File: config.mk
export PLATFORM = sky130hd
export DESIGN_NAME = pgp_propagator
export DESIGN_NICKNAME = d
export VERILOG_FILES = /design/src/rtl/pgp_pkg.sv /design/src/rtl/pgp_resolve.sv /design/src/rtl/pgp_group_tracker.sv /design/src/rtl/pgp_history.sv /design/src/rtl/pgp_propagator.sv
export SDC_FILE = /design/constraint.sdc
export NUM_CORES = 1
export LEC_CHECK = 0
export ABC_AREA = 1
export CAP_MARGIN = 20
export CORE_UTILIZATION = 30
export DETAILED_ROUTE_END_ITERATION = 8
export GPL_ROUTABILITY_DRIVEN = 0
export GPL_TIMING_DRIVEN = 0
export PLACE_DENSITY = 0.64
export SYNTH_ARGS = -nofsm -noshare
export SYNTH_HDL_FRONTEND = slang
export SYNTH_SLANG_ARGS = --single-unit
File: constraint.sdc
create_clock -name clk -period 1.5 [get_ports clk]
set_input_delay 0.3 -clock clk [delete_from_list [all_inputs] [get_ports clk]]
set_output_delay 0.3 -clock clk [all_outputs]
set_load 0.01 [all_outputs]
File: src/rtl/pgp_pkg.sv
package pgp_pkg;
  localparam int COND_W = 4;
  typedef logic [COND_W-1:0] cond_t;

  // codes 14 and 15 are the unconditional encodings
  function automatic logic cond_always(cond_t c);
    return c[3:1] == 3'b111;
  endfunction

  // two codes test the same flag state when they share bits [3:1]
  function automatic logic cond_same_pair(cond_t a, cond_t b);
    return a[3:1] == b[3:1];
  endfunction

  // bit 0 selects the sense within a pair
  function automatic logic cond_inverts(cond_t a, cond_t b);
    return a[0] ^ b[0];
  endfunction

  function automatic logic pick_value(logic known_v, logic known, logic fallback);
    return known_v ? known : fallback;
  endfunction
endpackage

File: src/rtl/pgp_resolve.sv
module pgp_resolve
  import pgp_pkg::*;
(
  input  logic  valid,
  input  cond_t cond,
  input  logic  sets_flags,
  input  logic  is_branch,
  input  logic  br_taken,
  input  logic  known_valid,
  input  logic  known_value,
  input  logic  pred_value,
  input  logic  grp_open,
  input  cond_t grp_cond,
  input  logic  grp_val,
  output logic  member,
  output logic  open_evt,
  output logic  open_val,
  output logic  close_evt,
  output logic  active,
  output logic  shift_en,
  output logic  shift_bit
);
  logic uncond;
  logic cond_instr;
  logic joins;
  logic base_val;
  logic inv;

  always_comb begin
    uncond     = cond_always(cond);
    cond_instr = valid && !uncond && !is_branch;
    joins      = grp_open && cond_same_pair(cond, grp_cond);
    open_evt   = cond_instr && !joins;
    member     = cond_instr;
    open_val   = pick_value(known_valid, known_value, pred_value);
    base_val   = open_evt ? open_val : grp_val;
    inv        = open_evt ? 1'b0 : cond_inverts(cond, grp_cond);
    if (cond_instr)
      active = pick_value(known_valid, known_value, base_val ^ inv);
    else
      active = 1'b1;
    close_evt  = valid && sets_flags;
    shift_en   = open_evt || (valid && is_branch && !uncond);
    shift_bit  = open_evt ? open_val : br_taken;
  end
endmodule

File: src/rtl/pgp_group_tracker.sv
module pgp_group_tracker
  import pgp_pkg::*;
#(
  parameter int GID_W = 4
) (
  input  logic             clk,
  input  logic             rst_n,
  input  logic             flush,
  input  logic             open_evt,
  input  logic             close_evt,
  input  cond_t            open_cond,
  input  logic             open_val,
  output logic             grp_open,
  output cond_t            grp_cond,
  output logic             grp_val,
  output logic [GID_W-1:0] grp_id,
  output logic [GID_W-1:0] next_id
);
  assign next_id = grp_id + GID_W'(1);

  always_ff @(posedge clk) begin
    if (!rst_n) begin
      grp_open <= 1'b0;
      grp_cond <= '0;
      grp_val  <= 1'b0;
      grp_id   <= '0;
    end else if (flush) begin
      grp_open <= 1'b0;
    end else begin
      if (open_evt) begin
        grp_cond <= open_cond;
        grp_val  <= open_val;
        grp_id   <= next_id;
        grp_open <= !close_evt;
      end else if (close_evt) begin
        grp_open <= 1'b0;
      end
    end
  end

  a_r7_close_after_flags: assert property (@(posedge clk) disable iff (!rst_n)
    close_evt |=> !grp_open);
  a_r8_gid_step: assert property (@(posedge clk) disable iff (!rst_n)
    (open_evt && !flush) |=> GID_W'(grp_id - $past(grp_id)) == GID_W'(1));
  a_r8_gid_hold: assert property (@(posedge clk) disable iff (!rst_n)
    !open_evt |=> $stable(grp_id));
  a_r9_flush_closes: assert property (@(posedge clk) disable iff (!rst_n)
    flush |=> !grp_open);
endmodule

File: src/rtl/pgp_history.sv
module pgp_history #(
  parameter int HIST_W = 16
) (
  input  logic              clk,
  input  logic              rst_n,
  input  logic              load,
  input  logic [HIST_W-1:0] load_val,
  input  logic              shift_en,
  input  logic              shift_bit,
  output logic [HIST_W-1:0] hist
);
  always_ff @(posedge clk) begin
    if (!rst_n)
      hist <= '0;
    else if (load)
      hist <= load_val;
    else if (shift_en)
      hist <= {hist[HIST_W-2:0], shift_bit};
  end

  a_r6_hist_quiet: assert property (@(posedge clk) disable iff (!rst_n)
    (!load && !shift_en) |=> $stable(hist));
  a_r6_hist_shift: assert property (@(posedge clk) disable iff (!rst_n)
    (!load && shift_en) |=> hist[HIST_W-1:1] == $past(hist[HIST_W-2:0]));
  a_r9_hist_load: assert property (@(posedge clk) disable iff (!rst_n)
    load |=> hist == $past(load_val));
endmodule

File: src/rtl/pgp_propagator.sv
module pgp_propagator
  import pgp_pkg::*;
#(
  parameter int HIST_W = 16,
  parameter int GID_W  = 4
) (
  input  logic              clk,
  input  logic              rst_n,
  input  logic              in_valid,
  input  logic [3:0]        in_cond,
  input  logic              in_sets_flags,
  input  logic              in_is_branch,
  input  logic              in_br_taken,
  input  logic              in_known_valid,
  input  logic              in_known_value,
  input  logic              pred_value,
  output logic              pred_req,
  input  logic              restore_valid,
  input  logic [HIST_W-1:0] restore_hist,
  output logic              out_valid,
  output logic [3:0]        out_cond,
  output logic              out_member,
  output logic              out_first,
  output logic              out_active,
  output logic [GID_W-1:0]  out_gid,
  output logic [HIST_W-1:0] hist
);
  logic             live;
  logic             member, open_evt, open_val, close_evt, active;
  logic             shift_en, shift_bit;
  logic             grp_open, grp_val;
  cond_t            grp_cond;
  logic [GID_W-1:0] grp_id, next_id;

  // a restore wins over an instruction in the same cycle
  assign live = in_valid && !restore_valid;

  pgp_resolve u_resolve (
    .valid       (live),
    .cond        (in_cond),
    .sets_flags  (in_sets_flags),
    .is_branch   (in_is_branch),
    .br_taken    (in_br_taken),
    .known_valid (in_known_valid),
    .known_value (in_known_value),
    .pred_value  (pred_value),
    .grp_open    (grp_open),
    .grp_cond    (grp_cond),
    .grp_val     (grp_val),
    .member      (member),
    .open_evt    (open_evt),
    .open_val    (open_val),
    .close_evt   (close_evt),
    .active      (active),
    .shift_en    (shift_en),
    .shift_bit   (shift_bit)
  );

  pgp_group_tracker #(.GID_W(GID_W)) u_tracker (
    .clk       (clk),
    .rst_n     (rst_n),
    .flush     (restore_valid),
    .open_evt  (open_evt),
    .close_evt (close_evt),
    .open_cond (in_cond),
    .open_val  (open_val),
    .grp_open  (grp_open),
    .grp_cond  (grp_cond),
    .grp_val   (grp_val),
    .grp_id    (grp_id),
    .next_id   (next_id)
  );

  pgp_history #(.HIST_W(HIST_W)) u_history (
    .clk       (clk),
    .rst_n     (rst_n),
    .load      (restore_valid),
    .load_val  (restore_hist),
    .shift_en  (shift_en),
    .shift_bit (shift_bit),
    .hist      (hist)
  );

  assign pred_req = open_evt && !in_known_valid;

  always_ff @(posedge clk) begin
    if (!rst_n) begin
      out_valid  <= 1'b0;
      out_cond   <= '0;
      out_member <= 1'b0;
      out_first  <= 1'b0;
      out_active <= 1'b0;
      out_gid    <= '0;
    end else begin
      out_valid  <= live;
      out_cond   <= in_cond;
      out_member <= member;
      out_first  <= open_evt;
      out_active <= active;
      out_gid    <= open_evt ? next_id : grp_id;
    end
  end

  a_r2_nonmember_active: assert property (@(posedge clk) disable iff (!rst_n)
    (out_valid && !out_member) |-> out_active);
  a_r3_req_only_unknown: assert property (@(posedge clk) disable iff (!rst_n)
    pred_req |-> (in_valid && !in_known_valid && !restore_valid));
  a_r8_first_is_member: assert property (@(posedge clk) disable iff (!rst_n)
    out_first |-> (out_member && out_valid));
  a_r9_restore_drops: assert property (@(posedge clk) disable iff (!rst_n)
    restore_valid |=> !out_valid);
endmodule

==> qor.log <==
[setup_path] number of cells on the worst reg-to-reg path 11
[detailed_routing] number of routed nets with antenna violations 0
[grt] initial antenna violation count 0
[final_layout] relative area change from synthesis to final layout 48.9%
[sta] Slew HR 71.3%
[final_layout] number of fillers in the final layout 555
[setup_path] worst-path fanout max 2
[yosys] top-area cell type share of the netlist area 45.5%
[detailed_routing] Met3 Wirelength 320 um
[clock_tree] Max Buffers Root-to-Sink 2
[clock_tree] TritonCTS sink count 38
[placed_design] placed standard-cell area 2330 um2
[yosys] post-synthesis net count 253
[outcome] run status finished, violations left
[yosys] number of enable flip-flop cells after synthesis 0
[clock_tree] H-tree depth 2
[sta] RSZ-0062 raised after global routing yes
[yosys] register bit count reported by yosys 38
[job] max-cap violation count 0
[setup_path] maximum single-stage delay on the critical path 0.23 ns
[setup_path] series of cell instances along the critical path dlygate4sd2_1 > inv_2 > nor2_2 > nand2_2 > nor2_4 > nand2_4 > buf_6 > nor2_4 > buf_6
[floorplan] Core Box Area 5240 um2
[yosys] unique cell type count in the Yosys netlist 25
[setup_path] worst path arrival time 1.26 ns
[clock_tree] CTS tree built
[final_layout] number of diodes added for antenna fixing 0
[sta] final worst-path cycle share 104%
[power_and_ir_drop] post-route total power 0.00229 W
[final_layout] Non-Filler Cell Area, Final 2490 um2
[sta] fmax 0.640 GHz
[yosys] Post-Synthesis Cell Area 1670 um2
[setup_path] Critical Path Sink Type primary output
[yosys] Main synth FF type dfxtp_1
[grt] maximum number of pins on one net before global-route repair 12
[grt] vias in the first global route 1497
[setup_path] worst path bufs/invs 4
[detailed_routing] detailed-routing iteration count for the pre-antenna-repair pass 4
[worst_hold_path] classification of the worst-slack hold path input port to register
[placed_design] detailed placer's ending HPWL 2780 um
[floorplan] # IOs 59
[sta] Final WS setup -0.0624 ns
[setup_path] required time at the endpoint of the critical path 1.20 ns
[setup_path] crit start category input port
[yosys] Avg Cell Area, Syn 7.54 um2
[yosys] most used standard cell by instance count after synthesis nand2_1
[sta] worst-case clock skew 0.00478 ns
[placed_design] number of port buffers 57
[yosys] number of standard cells after synthesis 222
[power_and_ir_drop] leakage power 1.27 nW
[sta] final-layout worst hold slack 0.266 ns
[detailed_routing] Avg Vias per Cell 4.30
[sta] max-slew violation count 0
[detailed_routing] met2 wirelength from detailed routing 1780 um
[yosys] share of synthesized area occupied by flip-flops and latches 45.5%
[floorplan] die area 5880 um2
[final_layout] fraction of layout cells with a size suffix above 1 14.2%
[yosys] most used standard cells in the synthesized netlist nand2_1, nor2_1, dfxtp_1, inv_1, mux2i_1
[floorplan] starting density of the core 31.9%
[detailed_routing] final routed wirelength across all metal layers 3930 um
[clock_tree] clock transition time at the flip-flop clock pins of the worst setup and hold paths 0.08 ns
[detailed_routing] vias 1569
[worst_hold_path] cell depth of the worst hold path 3
[grt] first-pass GRT wire length 6710 um
[detailed_routing] count of unresolved DRC violations after routing 0
[sta] slew at the pin closest to its max-slew limit 0.430 ns
[setup_path] largest delay contributor family on the critical path buffers and inverters
[sta] count of endpoints failing hold in the final timing report 0
[final_layout] fin nets 325
[clock_tree] clock root buffer clkbuf_8
[detailed_routing] met1 wire length 1750 um
[setup_path] number of cells on the critical path 9
[floorplan] die boundary width 76.7 um
[clock_tree] cts bufs inserted 5
[yosys] ranking of synthesized cells by area dfxtp_1, nand2_1, nor2_1
[outcome] violated checks negative setup slack
[sta] final worst path period need 1.56 ns
[detailed_routing] top routing layer in use met4
[yosys] cell accounting for the most synthesized area dfxtp_1
[floorplan] die outline height 76.7 um
[clock_tree] Skew-Pair Late Insertion Delay 0.30 ns
[setup_path] cell with the biggest individual delay on the critical path dlygate4sd2_1
[detailed_routing] Starting DRT DRC Count 40
[floorplan] row count 26
[placed_design] setup slack at placement -0.947 ns
[grt] total global routing overflow 0
[clock_tree] hold_buf cts 0
[sta] number of setup violations in the final report 11
[power_and_ir_drop] areal power density over the cells 918 nW/um2
[detailed_routing] detail-routed net length per standard cell 10.8 um
[setup_path] category of the most critical setup path input port to primary output
[power_and_ir_drop] maximum ir drop on the vdd rail 0.479 mV
[grt] total routing usage reported by global routing 14.5%
[yosys] share of synthesized flip-flops with an asynchronous set or reset 0%
[yosys] Yosys warnings 0
==> placed cells by master (no fill, tap or decap), drive strengths merged <==
master and count:
a21oi 12, buf 17, clkbuf 10, clkdlybuf4s15 1, clkdlybuf4s50 35, clkinv 1, dfxtp 38, dlygate4sd2 15
dlymetal6s2s 4, ha 1, inv 18, mux2i 14, nand2 63, nand3 6, nand3b 1, nand4 1
nor2 48, nor3 1, o211a 1, o21ai 5, xnor2 2, xor2 1
==> worst reg2reg max path, cell delays in order (launching register included) <==
cell and delay (ns):
dfxtp_2 0.34, inv_2 0.03, nand2_1 0.05, nand2_1 0.06, nor2_2 0.11, nand2_2 0.08
nand2_4 0.06, buf_4 0.15, nand3_4 0.09, buf_4 0.19, nor2_1 0.10, nor2_1 0.05
==> registers in the layout, indices dropped and copies added, names as in the netlist <==
name                count
out_cond                4
u_tracker.grp_val       1
out_member              1
u_tracker.grp_cond      4
out_gid                 4
out_active              1
u_history.hist         16
u_tracker.grp_id        4
out_first               1
out_valid               1
u_tracker.grp_open      1
==> power breakdown <==
part | total (W) | switching [W] | internal (W)
registers | 0.00111 | 0.0000350 | 0.00107
clock network | 0.000740 | 0.000369 | 0.000371
logic | 0.000442 | 0.000212 | 0.000230
==> through the flow <==
step           instances  util, %  setup TNS, ns
6_report             365     47.6         -0.275
5_1_grt              365     47.6          -1.80
4_1_cts              365     47.2         -0.160
3_5_place_dp         349     44.5         -10.89
3_3_place_gp         349     44.5         -11.05
2_1_floorplan        222        -              0
==> layer usage <==
layer / track usage, % / up-vias
met3: 5.24 / 9
met4: 6.92 / 0
met1: 17.2 / 681
li1: - / 828
met5: 0 / -
met2: 23.2 / 51
==> what timing repair did <==
item,4_1_cts,5_1_grt
cloned,0,0
buffers inserted,8,0
resized for setup,31,8
setup endpoints to repair,34,21
pin swaps,4,4
==> final timing paths <==
kind                                              end  slack, ns             startpoint
worst max-delay path                         pred_req      -0.06               in_valid
worst min-delay path                      out_cond[2]       0.27             in_cond[2]
worst max register to register      u_history.hist[4]       0.10  u_tracker.grp_cond[2]
worst min register to register  u_tracker.grp_cond[1]       0.45  u_tracker.grp_cond[1]
==> cells by family after synthesis <==
family	share of synthesized area (%)
adders and majority gates	0.748
AOI/OAI and AO/OA	5.68
buffers and inverters	8.08
DFF	45.5
xor gates and xnor gates	1.57
and+or+nand+nor	30.1
muxes	8.38
==> layout make-up <==
type	instances	area [um2]	area share, %
plain buffers	10	71.3	2.86
well taps	70	87.6	3.52
repair buffers	65	618	24.8
multi-input cells	156	792	31.8
clock buffers	7	86.3	3.47
inverters	18	67.6	2.71
flip-flops and latches	38	763	30.6
clock inverters	1	5.00	0.201
No activity file was read; power rests on OpenSTA's default activity.
